[src/rtl/rxcal_pkg.sv]
package rxcal_pkg;
   typedef enum logic [2:0] {
      PH_IDLE   = 3'd0,
      PH_SETTLE = 3'd1,
      PH_WAITA  = 3'd2,
      PH_CAL    = 3'd3,
      PH_WAITB  = 3'd4,
      PH_READY  = 3'd5
   } rxcal_phase_e;
endpackage

[src/rtl/rxcal_unit_tick.sv]
module rxcal_unit_tick #(
   parameter int UNIT_CYC = 48
) (
   input  logic clk,
   input  logic rst_n,
   input  logic restart,
   output logic tick
);
   localparam int PW = (UNIT_CYC > 1) ? $clog2(UNIT_CYC) : 1;

   if (UNIT_CYC < 2) begin : g_bad_unit
      $error("rxcal_unit_tick: UNIT_CYC must be at least 2");
   end

   logic [PW-1:0] pre_q;

   assign tick = (pre_q == PW'(UNIT_CYC - 1));

   always_ff @(posedge clk or negedge rst_n) begin
      if (!rst_n)                pre_q <= '0;
      else if (restart || tick)  pre_q <= '0;
      else                       pre_q <= pre_q + 1'b1;
   end

   AST_PRE_RANGE: assert property (@(posedge clk) disable iff (!rst_n)
      pre_q <= PW'(UNIT_CYC - 1));
endmodule

[src/rtl/rxcal_seq_fsm.sv]
module rxcal_seq_fsm
   import rxcal_pkg::*;
#(
   parameter int SETTLE_UNITS = 36,
   parameter int CAL_UNITS    = 40,
   parameter int DLY_W        = 8
) (
   input  logic             clk,
   input  logic             rst_n,
   input  logic             en,
   input  logic             autocal,
   input  logic [DLY_W-1:0] dly1,
   input  logic [DLY_W-1:0] dly2,
   input  logic             tick,
   output rxcal_phase_e     phase,
   output logic             restart_tmr
);
   localparam int DLY_MAX = (1 << DLY_W) - 1;
   localparam int MAX_A   = (SETTLE_UNITS > CAL_UNITS) ? SETTLE_UNITS : CAL_UNITS;
   localparam int MAX_U   = (MAX_A > DLY_MAX) ? MAX_A : DLY_MAX;
   localparam int CNT_W   = $clog2(MAX_U + 1);

   if (SETTLE_UNITS < 1 || CAL_UNITS < 1) begin : g_bad_len
      $error("rxcal_seq_fsm: fixed phases need at least one unit");
   end

   rxcal_phase_e     phase_q, phase_d;
   logic [CNT_W-1:0] cnt_q, cnt_d;

   function automatic logic [CNT_W-1:0] units_of(rxcal_phase_e p);
      case (p)
         PH_SETTLE: return CNT_W'(SETTLE_UNITS);
         PH_WAITA:  return CNT_W'(dly1);
         PH_CAL:    return CNT_W'(CAL_UNITS);
         PH_WAITB:  return CNT_W'(dly2);
         default:   return '0;
      endcase
   endfunction

   // next non-empty phase after p; empty phases are skipped
   function automatic rxcal_phase_e follow(rxcal_phase_e p);
      rxcal_phase_e r;
      r = PH_READY;
      if (p == PH_SETTLE && dly1 != '0)                               r = PH_WAITA;
      else if ((p == PH_SETTLE || p == PH_WAITA) && autocal)          r = PH_CAL;
      else if (p != PH_WAITB && p != PH_READY && dly2 != '0)          r = PH_WAITB;
      return r;
   endfunction

   always_comb begin
      phase_d = phase_q;
      cnt_d   = cnt_q;
      if (!en) begin
         phase_d = PH_IDLE;
         cnt_d   = '0;
      end else begin
         case (phase_q)
            PH_IDLE: begin
               phase_d = PH_SETTLE;
               cnt_d   = units_of(PH_SETTLE);
            end
            PH_READY: ;
            default: begin
               if (tick) begin
                  if (cnt_q <= CNT_W'(1)) begin
                     phase_d = follow(phase_q);
                     cnt_d   = units_of(phase_d);
                  end else begin
                     cnt_d = cnt_q - 1'b1;
                  end
               end
            end
         endcase
      end
   end

   always_ff @(posedge clk or negedge rst_n) begin
      if (!rst_n) begin
         phase_q <= PH_IDLE;
         cnt_q   <= '0;
      end else begin
         phase_q <= phase_d;
         cnt_q   <= cnt_d;
      end
   end

   assign phase       = phase_q;
   assign restart_tmr = (phase_d != phase_q) || (phase_q == PH_IDLE);

   AST_IDLE_ON_DROP: assert property (@(posedge clk) disable iff (!rst_n)
      !en |=> (phase_q == PH_IDLE));
   AST_START_SETTLE: assert property (@(posedge clk) disable iff (!rst_n)
      (phase_q == PH_IDLE && en) |=> (phase_q == PH_SETTLE));
endmodule

[src/rtl/rxcal_chan.sv]
module rxcal_chan #(
   parameter int SAMP_W  = 15,
   parameter int OFS_W   = 10,
   parameter int OFS_LSB = 3,
   parameter int AVG_N   = 16,
   parameter bit SAT_OUT = 1'b1
) (
   input  logic              clk,
   input  logic              rst_n,
   input  logic              cal_active,
   input  logic              autocal,
   input  logic              wr_hit,
   input  logic [OFS_W-1:0]  wr_data,
   input  logic              smp_vld,
   input  logic [SAMP_W-1:0] smp,
   input  logic              emit,
   output logic [SAMP_W-1:0] out_q
);
   localparam int AVG_SH = $clog2(AVG_N);
   localparam int ACC_W  = SAMP_W + AVG_SH;
   localparam int NW     = $clog2(AVG_N + 1);
   localparam int DW     = SAMP_W + 1;
   localparam int SH     = AVG_SH + OFS_LSB;
   localparam logic signed [ACC_W-1:0] OFS_HI = ACC_W'((2 ** (OFS_W - 1)) - 1);
   localparam logic signed [ACC_W-1:0] OFS_LO = -OFS_HI - 1;
   localparam logic signed [DW-1:0]    OUT_HI = DW'((2 ** (SAMP_W - 1)) - 1);
   localparam logic signed [DW-1:0]    OUT_LO = -OUT_HI - 1;

   if ((1 << AVG_SH) != AVG_N || AVG_N < 2) begin : g_bad_avg
      $error("rxcal_chan: AVG_N must be a power of two >= 2");
   end
   if (OFS_W + OFS_LSB > SAMP_W) begin : g_bad_ofs
      $error("rxcal_chan: offset field exceeds sample width");
   end

   logic signed [ACC_W-1:0] acc_q, acc_nxt, avg_sh;
   logic [NW-1:0]           n_q;
   logic signed [OFS_W-1:0] ofs_q, ofs_cal;
   logic                    take, cal_done;
   logic signed [DW-1:0]    diff;
   logic [SAMP_W-1:0]       corr;

   assign take     = cal_active && smp_vld && (n_q < NW'(AVG_N));
   assign cal_done = take && (n_q == NW'(AVG_N - 1));
   assign acc_nxt  = acc_q + ACC_W'($signed(smp));
   assign avg_sh   = acc_nxt >>> SH;

   always_comb begin
      if (avg_sh > OFS_HI)      ofs_cal = OFS_HI[OFS_W-1:0];
      else if (avg_sh < OFS_LO) ofs_cal = OFS_LO[OFS_W-1:0];
      else                      ofs_cal = avg_sh[OFS_W-1:0];
   end

   always_ff @(posedge clk or negedge rst_n) begin
      if (!rst_n) begin
         acc_q <= '0;
         n_q   <= '0;
         ofs_q <= '0;
      end else begin
         if (!cal_active) begin
            acc_q <= '0;
            n_q   <= '0;
         end else if (take) begin
            acc_q <= acc_nxt;
            n_q   <= n_q + 1'b1;
         end
         if (cal_done)                ofs_q <= ofs_cal;
         else if (wr_hit && !autocal) ofs_q <= wr_data;
      end
   end

   assign diff = DW'($signed(smp)) - (DW'(ofs_q) <<< OFS_LSB);

   if (SAT_OUT) begin : g_sat
      always_comb begin
         if (diff > OUT_HI)      corr = OUT_HI[SAMP_W-1:0];
         else if (diff < OUT_LO) corr = OUT_LO[SAMP_W-1:0];
         else                    corr = diff[SAMP_W-1:0];
      end
   end else begin : g_wrap
      assign corr = diff[SAMP_W-1:0];
   end

   always_ff @(posedge clk or negedge rst_n) begin
      if (!rst_n)    out_q <= '0;
      else if (emit) out_q <= corr;
   end

   AST_OFS_HOLD: assert property (@(posedge clk) disable iff (!rst_n)
      (!cal_active && !(wr_hit && !autocal)) |=> $stable(ofs_q));
   AST_AVG_LIMIT: assert property (@(posedge clk) disable iff (!rst_n)
      n_q <= NW'(AVG_N));
endmodule

[src/rtl/rx_offset_cal_seq.sv]
module rx_offset_cal_seq
   import rxcal_pkg::*;
#(
   parameter int UNIT_CYC     = 48,
   parameter int SETTLE_UNITS = 36,
   parameter int CAL_UNITS    = 40,
   parameter int DLY_W        = 8,
   parameter int NCH          = 2,
   parameter int SAMP_W       = 15,
   parameter int OFS_W        = 10,
   parameter int OFS_LSB      = 3,
   parameter int AVG_N        = 16,
   parameter bit SAT_OUT      = 1'b1
) (
   input  logic                                  clk,
   input  logic                                  rst_n,
   input  logic                                  en_pin,
   input  logic                                  en_bit,
   input  logic                                  autocal_sel,
   input  logic                                  extcal_sel,
   input  logic [DLY_W-1:0]                      dly1,
   input  logic [DLY_W-1:0]                      dly2,
   input  logic                                  smp_vld,
   input  logic [NCH*SAMP_W-1:0]                 smp_data,
   input  logic                                  ofs_wr_en,
   input  logic [((NCH > 1) ? $clog2(NCH) : 1)-1:0] ofs_wr_ch,
   input  logic [OFS_W-1:0]                      ofs_wr_data,
   output logic                                  short_inputs,
   output logic                                  out_vld,
   output logic [NCH*SAMP_W-1:0]                 out_data,
   output logic                                  rx_ready
);
   localparam int CH_W = (NCH > 1) ? $clog2(NCH) : 1;

   if (NCH < 1) begin : g_bad_nch
      $error("rx_offset_cal_seq: NCH must be at least 1");
   end

   logic         en_any, tick, restart_tmr, cal_active, emit;
   rxcal_phase_e phase;

   assign en_any = en_pin | en_bit;

   rxcal_unit_tick #(.UNIT_CYC(UNIT_CYC)) u_tick (
      .clk(clk), .rst_n(rst_n), .restart(restart_tmr), .tick(tick)
   );

   rxcal_seq_fsm #(
      .SETTLE_UNITS(SETTLE_UNITS), .CAL_UNITS(CAL_UNITS), .DLY_W(DLY_W)
   ) u_fsm (
      .clk(clk), .rst_n(rst_n), .en(en_any), .autocal(autocal_sel),
      .dly1(dly1), .dly2(dly2), .tick(tick),
      .phase(phase), .restart_tmr(restart_tmr)
   );

   assign cal_active   = (phase == PH_CAL);
   assign short_inputs = cal_active && !extcal_sel;
   assign rx_ready     = (phase == PH_READY);
   assign emit         = smp_vld && rx_ready;

   for (genvar c = 0; c < NCH; c++) begin : g_ch
      rxcal_chan #(
         .SAMP_W(SAMP_W), .OFS_W(OFS_W), .OFS_LSB(OFS_LSB),
         .AVG_N(AVG_N), .SAT_OUT(SAT_OUT)
      ) u_ch (
         .clk(clk), .rst_n(rst_n), .cal_active(cal_active),
         .autocal(autocal_sel),
         .wr_hit(ofs_wr_en && (ofs_wr_ch == CH_W'(c))),
         .wr_data(ofs_wr_data), .smp_vld(smp_vld),
         .smp(smp_data[c*SAMP_W +: SAMP_W]), .emit(emit),
         .out_q(out_data[c*SAMP_W +: SAMP_W])
      );
   end

   always_ff @(posedge clk or negedge rst_n) begin
      if (!rst_n) out_vld <= 1'b0;
      else        out_vld <= emit;
   end

   AST_READY_NEEDS_EN: assert property (@(posedge clk) disable iff (!rst_n)
      !en_any |=> !rx_ready);
   AST_SHORT_NOT_READY: assert property (@(posedge clk) disable iff (!rst_n)
      short_inputs |-> !rx_ready);
   AST_VLD_AFTER_READY: assert property (@(posedge clk) disable iff (!rst_n)
      out_vld |-> $past(rx_ready));
endmodule

[config.mk]
export PLATFORM = sky130hd
export DESIGN_NAME = rx_offset_cal_seq
export DESIGN_NICKNAME = d
export VERILOG_FILES = /design/src/rtl/rxcal_pkg.sv /design/src/rtl/rxcal_unit_tick.sv /design/src/rtl/rxcal_seq_fsm.sv /design/src/rtl/rxcal_chan.sv /design/src/rtl/rx_offset_cal_seq.sv
export SDC_FILE = /design/constraint.sdc
export NUM_CORES = 1
export LEC_CHECK = 0
export BUFFER_PORTS_ARGS = -buffer_cell sky130_fd_sc_hd__buf_2
export CAP_MARGIN = 20
export CELL_PAD_IN_SITES_DETAIL_PLACEMENT = 0
export CELL_PAD_IN_SITES_GLOBAL_PLACEMENT = 1
export CORE_ASPECT_RATIO = 0.6
export CORE_MARGIN = 2
export CORE_UTILIZATION = 40
export DETAILED_ROUTE_END_ITERATION = 8
export PLACE_DENSITY_LB_ADDON = 0.1
export REMOVE_ABC_BUFFERS = 1
export SYNTH_ARGS = -nofsm -noshare
export SYNTH_HDL_FRONTEND = slang
export SYNTH_SLANG_ARGS = --single-unit
[constraint.sdc]
create_clock -name clk -period 2.8 [get_ports clk]
set_input_delay 0.14 -clock clk [delete_from_list [all_inputs] [get_ports clk]]
set_output_delay 0.14 -clock clk [all_outputs]
set_load 0.02 [all_outputs]
== After elaboration in Yosys (flattened, before gate mapping) ==
Cells that the tools add are included.

* Register bits after elaboration: 116
* Output and inout bits: 33
* Logic and storage cells: 115

* Reductions and logical operators: 27
* Bitwise logic cells: 2
* Add/subtract/negate cells: 8
* Mux-type cells: 37
* Equal/unequal tests: 18
* Magnitude comparators: 11

{| class="wikitable"
|+ Operators by type and width
! operator !! number
|-
| $mux 10 || 8
|-
| $mux 19 || 4
|-
| $mux 15 || 4
|-
| $add 19x15->19 || 2
|-
| $gt 16x15->1 const B || 2
|-
| $lt 16x15->1 const B || 2
|-
| $pmux 8 s4 || 1
|-
| $sub 15x13->16 || 2
|-
| $mux 3 || 9
|-
| $gt 12x10->1 const B || 2
|-
| $lt 12x10->1 const B || 2
|-
| $mux 8 || 3
|-
| $mux 5 || 4
|-
| $pmux 8 s2 || 1
|-
| $reduce_bool 8->1 || 2
|-
| $logic_and 1x1->1 || 15
|-
| $eq 3x2->1 const B || 4
|-
| $add 5x1->5 const B || 2
|-
| $eq 5x4->1 const B || 2
|-
| $lt 5x5->1 const B || 2
|-
| $ne 3x3->1 const B || 3
|-
| $le 8x1->1 const B || 1
|-
| $sub 8x1->8 const B || 1
|-
| $add 6x1->6 const B || 1
|-
| other kinds (17) || 24
|}

== Depth between registers and ports, before layout ==
Gate-level depths: netlist of run 1.

* Depth after elaboration: 18
* Gate-level depth with buffers: 15
* Mapped depth without buffers: 13

== Hierarchy ==
A second synthesis of run 1 with hierarchy kept.

* Cell total of the unflattened synthesis: 1,023
* Area, all modules: 8,873.5 um2

{| class="wikitable"
|+ Modules (own cells, without submodules)
! module !! area each (um2) !! instances !! seq. area each (um2) !! cells each
|-
| rxcal_chan (g_ch[0].u_ch) || 3,777.4 || 1 || 1,226.2 || 441
|-
| rxcal_chan (g_ch[1].u_ch) || 3,713.6 || 1 || 1,226.2 || 427
|-
| rxcal_seq_fsm || 1,023.5 || 1 || 275.3 || 122
|-
| rxcal_unit_tick || 272.8 || 1 || 150.1 || 25
|-
| rx_offset_cal_seq || 86.3 || 1 || 25.0 || 8
|}

== Worst setup path after synthesis of run 1 ==
No wires, ideal clock.

* Kind: reg2reg
* Start: register g_ch[1].u_ch.acc_q[0]
* End: register g_ch[1].u_ch.ofs_q[1]
* Arrival time: 2.814 ns
* Cell stages (with the launch flop): 12
* Data required time: 2.724 ns
* Slack: -0.091 ns
* Buffers on the path: 0
* Library setup time: 0.076 ns
* Cell sequence: dfrtp_1 > ha_1 > fa_1 > a21oi_1 > o22a_1 > a2111oi_0 > or4_1 > a31oi_1 > xnor2_1 > nor2_4 > o21a_1 > o21ai_1

* Word-level cells in the longest chain between the ends: 5
* Elaborated cells between the ends (all ways): 6
* Those cells by class: add/sub (1); order compare (2); mux (3)

{| class="wikitable"
|+ RTL lines
! item !! RTL line !! source
|-
| start, declared || rxcal_chan.sv:36 || <nowiki>logic signed [ACC_W-1:0] acc_q, acc_nxt, avg_sh;</nowiki>
|-
| start signal, assigned || rxcal_chan.sv:64 || <nowiki>acc_q <= acc_nxt;</nowiki>
|-
| $add 19x15->19 * || rxcal_chan.sv:45 || <nowiki>assign acc_nxt = acc_q + ACC_W'($signed(smp));</nowiki>
|-
| $lt 12x10->1 || rxcal_chan.sv:50 || <nowiki>else if (avg_sh < OFS_LO) ofs_cal = OFS_LO[OFS_W-1:0];</nowiki>
|-
| $mux 10 || rxcal_chan.sv:50 ||
|-
| $mux 10 * || rxcal_chan.sv:49 || <nowiki>if (avg_sh > OFS_HI) ofs_cal = OFS_HI[OFS_W-1:0];</nowiki>
|-
| $mux 10 * || rxcal_chan.sv:67 || <nowiki>if (cal_done) ofs_q <= ofs_cal;</nowiki>
|-
| end signal, assigned || rxcal_chan.sv:67 ||
|-
| end signal, assigned || rxcal_chan.sv:68 || <nowiki>else if (wr_hit && !autocal) ofs_q <= wr_data;</nowiki>
|-
| end, declared || rxcal_chan.sv:38 || <nowiki>logic signed [OFS_W-1:0] ofs_q, ofs_cal;</nowiki>
|}

Every way passes the cells marked *; elsewhere a longest branch is shown, timed or not.
A chain may end at the register's enable or synchronous reset.

== Worst setup path after layout of run 1 ==
* Start: register g_ch[1].u_ch.acc_q[0]
* End: register g_ch[1].u_ch.ofs_q[2]

Same word-level chain as after synthesis.

==> results of run 1 <==
[area by class of cell]
cell class,instances,area [µm²],area share (%)
Clock buffer,23,478,4.49
Clock inverter,9,126,1.19
Inverter,56,210,1.97
Multi-Input combinational cell,760,5290,49.6
Sequential cell,116,2900,27.2
Tap cell,273,342,3.21
Timing Repair Buffer,201,1310,12.3
[Yosys cell counts (all sizes together) (5+ instances only)]
cell type	instances
o221a	5
nand3	53
or3	6
dfrtp	116
o21ai	98
a21oi	83
and2	6
ha	72
a31oi	7
o21bai	8
xor2	27
clkbuf	29
inv	56
a21o	13
a22oi	7
nor4	7
a221o	11
xnor2	36
o22ai	13
nand2b	7
and3	9
nand2	99
nand4	6
nor2	81
o21a	14
nor2b	13
a211oi	10
nor3	18
[cells in the final DEF (no fill, tap or decap), types with 13 or more instances in the layout]
cell type / n
o21a_1: 14
inv_1: 55
a21oi_1: 70
buf_2: 96
nand2_1: 98
o21ai_0: 85
nor2_1: 78
xnor2_1: 33
dfrtp_1: 116
clkbuf_16: 17
a21o_1: 13
xor2_1: 27
nor3_1: 16
buf_4: 95
ha_1: 65
nor2b_1: 13
nand3_1: 50
[state kept, by name, summed over array words and instances (netlist names)]
signal,flops
g_ch.u_ch.n_q,10
g_ch.u_ch.acc_q,38
out_vld,1
g_ch.u_ch.ofs_q,20
g_ch.u_ch.out_q,30
u_tick.pre_q,6
u_fsm.cnt_q,8
u_fsm.phase,3
[repair_timing]
item / in CTS / in global routing
buffers inserted: 1 / 13
cloned: 1 / 3
hold endpoints to repair: 64 / 0
gates resized for setup: 21 / 53
hold buffers: 4 / 0
pin swaps: 11 / 45
endpoints found under the setup margin: 31 / 50
[power groups by stage]
stage | Clock (mW) | Combinational (mW) | Sequential (mW)
floorplan | 0 | 0.881 | 2.07
global placement | 0 | 1.55 | 1.96
detailed placement | 0 | 1.55 | 1.96
CTS | 2.31 | 1.58 | 1.93
global route | 2.41 | 1.84 | 1.95
finish | 2.27 | 1.66 | 1.93
[critical path, stage by stage, from the launching register on]
cell and delay (ns):
dfrtp_1 0.38, ha_2 0.19, fa_2 0.36, a21oi_2 0.16
o22a_1 0.20, a2111oi_2 0.09, or4_4 0.45, a31oi_4 0.26
xnor2_4 0.16, a21oi_4 0.24, o21a_1 0.15, o21ai_1 0.05
[worst paths after layout]
kind                                                    start                            endpoint  slack (ns)  cells past startpoint
max                         g_ch[1].u_ch.acc_q[0]$_DFFE_PN0P_   g_ch[1].u_ch.ofs_q[2]$_DFFE_PN0P_       -0.02                     11
min                                               smp_data[2]   g_ch[0].u_ch.out_q[2]$_DFFE_PN0P_        0.02                      2
max reg2reg                 g_ch[1].u_ch.acc_q[0]$_DFFE_PN0P_   g_ch[1].u_ch.ofs_q[2]$_DFFE_PN0P_       -0.02                     11
min reg2reg                g_ch[1].u_ch.out_q[14]$_DFFE_PN0P_  g_ch[1].u_ch.out_q[14]$_DFFE_PN0P_        0.46                      2
max in group asynchronous                               rst_n   g_ch[1].u_ch.acc_q[7]$_DFFE_PN0P_        1.68                      3
min in group asynchronous                               rst_n  g_ch[0].u_ch.acc_q[12]$_DFFE_PN0P_        0.35                      2
[routing by layer]
metal	vias up	GRT usage [%]	wire, µm
li1	3857	-	-
met1	3625	37.7	13800
met2	238	28.5	8900
met3	17	4.51	1330
met4	0	5.42	181
met5	-	0	0
[through the flow]
stage                     util (%)  power (mW)  cells
after CTS                     51.4        5.83   1422
after global routing          53.2        6.19   1438
after global placement        47.6        3.51   1384
after floorplan                  -        2.95    929
after detailed placement      47.6        3.51   1384
final                         53.2        5.87   1438
[kinds of logic after synthesis]
kind of cell / Yosys count / share of synthesized area (%)
AOI/OAI and AO/OA: 300 / 23.1
xor gates and xnor gates: 63 / 6.76
buffers and inverters: 88 / 4.06
muxes: 4 / 0.506
and+or+nand+nor: 314 / 17.9
DFF: 116 / 35.6
adders and majority gates: 76 / 12.0
==> reports/summary.txt, run 1 <==
max frequency: 354 MHz
Die ar.: 21600 µm²
Sw Pwr: 1.86 mW
H-tree levels: 4
CP max FO: 5
post-synth top area cell: dfrtp_1
Seq pwr share: 33.0%
Max-cap violations: 0
async set-reset flop share out of synthesis: 100%
combinational share of power: 28.3%
dpl cell area: 9520 µm²
cell count after synthesis: 961
initial DRC count: 523
Hold WS: 0.0162 ns
grt total ovfl: 0
min setup slack post-route: -0.0241 ns
# rows: 40
DP Wirelength: 18100 µm
DRT Wirelength: 24200 µm
DR pass1 iterations: 5
Yosys warning count: 0
WL/cell: 16.8 µm
CTS buffer count: 17
Slew Limit Fails: 0
ant diodes: 0
Clock Sinks: 116
ANT nets after route: 0
clk_skew: 0.0123 ns
Critical Path Start Type: flop
final hold vios: 0
Seq cells post-synth: 116
LEAKAGE: 5.12 nW
IO Port Bufs: 97
FILL cells: 1889
Internal: 4.00 mW
first-pass GRT wire length: 38000 µm
Max clock buf depth: 2
initial antenna violation count: 0
Period minus WS final: 2.82 ns
VDD IR max: 0.443 mV
outcome: complete, but fails checks
CTS tree: done
post-route cell area: 10700 µm²
count of different cell masters after synthesis: 67
GRT Overall Usage: 22.6%
WS Path Type: reg -> reg
Clock Latency Late Sink: 0.43 ns
dpl ws: -0.376 ns
I/O pins: 98
Die W: 188 µm
GPL Wtd Cong: 0.828
Initial Utilization: 40.7%
Clk pwr share: 38.7%
failing checks: negative setup slack
Switching Share: 31.8%
Setup crit end kind: flop
Syn-to-layout area delta: 30.6%
largest cells by area after synthesis: dfrtp_1, ha_1, o21ai_0, a21oi_1, nand2_1
setup violators final: 8
total number of vias: 7737
main flop type after synthesis: dfrtp_1
area of the core: 20000 µm²
Synth top area share: 35.6%
Worst Max-Slew Pin Slew: 0.883 ns
final setup TNS: -0.136 ns
Critical Path RT: 3.11 ns
Slew headroom: 41.1%
DRC errors left: 0
Tcrit/Tclk final: 101%
register area share after synthesis: 35.6%
CTS clk-pin slew, worst paths: 0.06 ns
Post-Synthesis Cell Area: 8160 µm²
Post-synth EDFFs: 0
RSZ-0062 raised after global routing: yes
clk root buf: clkbuf_16
pwr dens: 551 nW/µm²
share of cells above drive strength 1: 25.6%
syn_area_per_cell: 8.49 µm²
worst min path class: in -> reg
vias in the first global route: 6927
vias per std cell: 5.38
Worst EP arrival: 3.13 ns
Nets: 1293
die height: 115 µm
largest net degree at the start of global routing: 63
(Power assumes the default switching activity.)
==> run 2, diff against run 1 <==
- CTS_BUF_LIST: not set -> sky130_fd_sc_hd__clkbuf_8 sky130_fd_sc_hd__clkbuf_16
==> run 2 against run 1 <==
  * The run still ends with negative setup slack left
  * Register-to-register slack lost 0.04 ns
  * Fmax fell by 1.3%
  * Sequential share of layout area decreased by 0.10 points
  * Core utilization rose by 0.20 points
  * Die area unchanged
  * Wire length grew 0.12%
  * Largest power group unchanged
  * Highest routed layer unchanged
==> reports/summary.txt, run 2 (same netlist as run 1, synthesis figures left out) <==
outcome: complete, but fails checks
failing checks: negative setup slack
R2R cell count: 11 (unchanged)
Die W: 188 µm (unchanged)
commonest non-fill, non-tap cell in the layout: dfrtp_1
grt total ovfl: 0 (unchanged)
Die ar.: 21600 µm² (unchanged)
Reg with most FFs: g_ch.u_ch.acc_q
Inst Count DP: 1384 (unchanged)
max frequency: 350 MHz (-1.3%)
Regs by FF count: g_ch.u_ch.acc_q x38, g_ch.u_ch.out_q x30, g_ch.u_ch.ofs_q x20
most frequent cells in the layout: dfrtp_1, nand2_1, buf_2, buf_4, o21ai_0
vias in the first global route: 6926 (-0.014%)
metal2 WL: 8860 µm (-0.43%)
area of the core: 20000 µm² (unchanged)
FILL cells: 1888 (-0.053%)
final hold vios: 0 (unchanged)
IO Port Bufs: 97 (unchanged)
Max clock buf depth: 2 (unchanged)
CTS tree: done
clk root buf: clkbuf_16
Period minus WS final: 2.86 ns (+0.0370 ns)
Worst Max-Slew Pin Slew: 0.883 ns (+0.000216 ns)
WS Path Type: reg -> reg
RSZ-0062 raised after global routing: yes
worst min path class: in -> reg
total number of vias: 7736 (-0.013%)
WL/cell: 16.8 µm (about the same)
DR WL met3: 1410 µm (+5.8%)
die height: 115 µm (unchanged)
clk_skew: 0.0117 ns (-0.000613 ns)
LEAKAGE: 5.15 nW (+0.47%)
Nets: 1294 (+0.077%)
largest net degree at the start of global routing: 63 (unchanged)
Util after Layout: 53.4% (+0.20 points)
fin cells: 1439 (+0.070%)
Tcrit/Tclk final: 102% (+1.3 points)
dpl ws: -0.376 ns (unchanged)
DRT Wirelength: 24200 µm (+0.12%)
initial DRC count: 518 (-0.96%)
met1 wire length: 13700 µm (-0.40%)
Worst EP arrival: 3.18 ns (+0.05 ns)
first-pass GRT wire length: 37900 µm (about the same)
initial antenna violation count: 0 (unchanged)
H-tree levels: 4 (unchanged)
setup violators final: 9 (+1)
Slew Limit Fails: 0 (unchanged)
Hold Path Depth: 2 (unchanged)
share of cells above drive strength 1: 25.7% (+0.15 points)
ant diodes: 0 (unchanged)
Total Power: 5.86 mW (about the same)
Critical Path Start Type: flop
min setup slack post-route: -0.0611 ns (-0.0370 ns)
Critical Path RT: 3.12 ns (about the same)
CTS clk-pin slew, worst paths: 0.06 ns (about the same)
Clock Sinks: 116 (unchanged)
pwr dens: 548 nW/µm² (-0.46%)
I/O pins: 98 (unchanged)
CP max FO: 5 (unchanged)
CTS buffer count: 17 (unchanged)
DP Wirelength: 18100 µm (unchanged)
GPL Wtd Cong: 0.828 (unchanged)
Initial Utilization: 40.7% (unchanged)
Slew headroom: 41.1% (about the same)
max reg flops: 38 (unchanged)
vias per std cell: 5.38 (about the same)
Max-cap violations: 0 (unchanged)
DRC errors left: 0 (unchanged)
ANT nets after route: 0 (unchanged)
GRT Overall Usage: 22.6% (about the same)
Syn-to-layout area delta: 31.1%
Top Metal Used: met4
DR pass1 iterations: 6 (+1)
# rows: 40 (unchanged)
VDD IR max: 0.445 mV (+0.40%)
Setup crit end kind: flop
Clock Latency Late Sink: 0.43 ns (about the same)
run 2: changes by cell type in the layout (fill, tap and decap cells not counted), sizes merged:
cell,delta
buf,+1
inv,+3
clkbuf,-3
run 2: routing by layer:
layer	vias up	GRT usage [%]
li1	3851	-
met1	3618	37.8
met2	240	28.4
met3	27	4.51
met4	0	5.42
met5	-	0
run 2: layout make-up:
type                       count  area [µm²]  share of cell area, %
sequential                   116        2900                   27.1
timing repair buffer         202        1320                   12.3
inverter                      56         210                   1.97
tap                          273         342                   3.19
clock inverter                12         138                   1.29
clock buffer                  20         467                   4.36
multi-input combinational    760        5320                   49.7
run 2: repair_timing:
action                     CTS  global route
cloned                       1             3
setup buffers                0            15
setup endpoints to repair   32            49
resized for setup           21            57
pin swaps                   12            45
hold buffers                 4             0
hold endpoints to repair    64             0
run 2: report_power, final:
group,switching (mW),internal (mW)
registers,0.0934,1.84
clock network,0.813,1.45
logic,0.963,0.701
total,1.87,3.99
run 2: critical path, stage by stage (launching register included):
cell,delay [ns]
dfrtp_1,0.40
ha_4,0.17
fa_2,0.35
a21oi_2,0.16
o22a_1,0.22
a2111oi_4,0.10
or4_4,0.45
a31oi_4,0.27
xnor2_4,0.16
a21oi_4,0.25
o21a_1,0.15
o21ai_1,0.06
run 2: worst paths after layout:
kind	endpoint	slack, ns	from
setup / recovery	g_ch[1].u_ch.ofs_q[3]$_DFFE_PN0P_	-0.06	g_ch[1].u_ch.acc_q[0]$_DFFE_PN0P_
hold / removal	g_ch[0].u_ch.out_q[2]$_DFFE_PN0P_	0.01	smp_data[2]
setup reg to reg	g_ch[1].u_ch.ofs_q[3]$_DFFE_PN0P_	-0.06	g_ch[1].u_ch.acc_q[0]$_DFFE_PN0P_
hold reg to reg	g_ch[1].u_ch.out_q[14]$_DFFE_PN0P_	0.46	g_ch[1].u_ch.out_q[14]$_DFFE_PN0P_
max in group asynchronous	g_ch[1].u_ch.acc_q[7]$_DFFE_PN0P_	1.68	rst_n
min in group asynchronous	g_ch[0].u_ch.acc_q[12]$_DFFE_PN0P_	0.34	rst_n
run 2: stage by stage:
| stage | hold WS [ns] | TNS [ns] | cell area [µm²] |
|---|---|---|---|
| floorplan | -0.156 | -2.91 | 8040 |
| detailed placement | 0.299 | -5.66 | 9520 |
| global placement | 0.310 | -4.84 | 9520 |
| finish | 0.0141 | -0.448 | 10700 |
| CTS | 0.00178 | -0.145 | 10300 |
| global route | 0.00807 | -2.26 | 10700 |
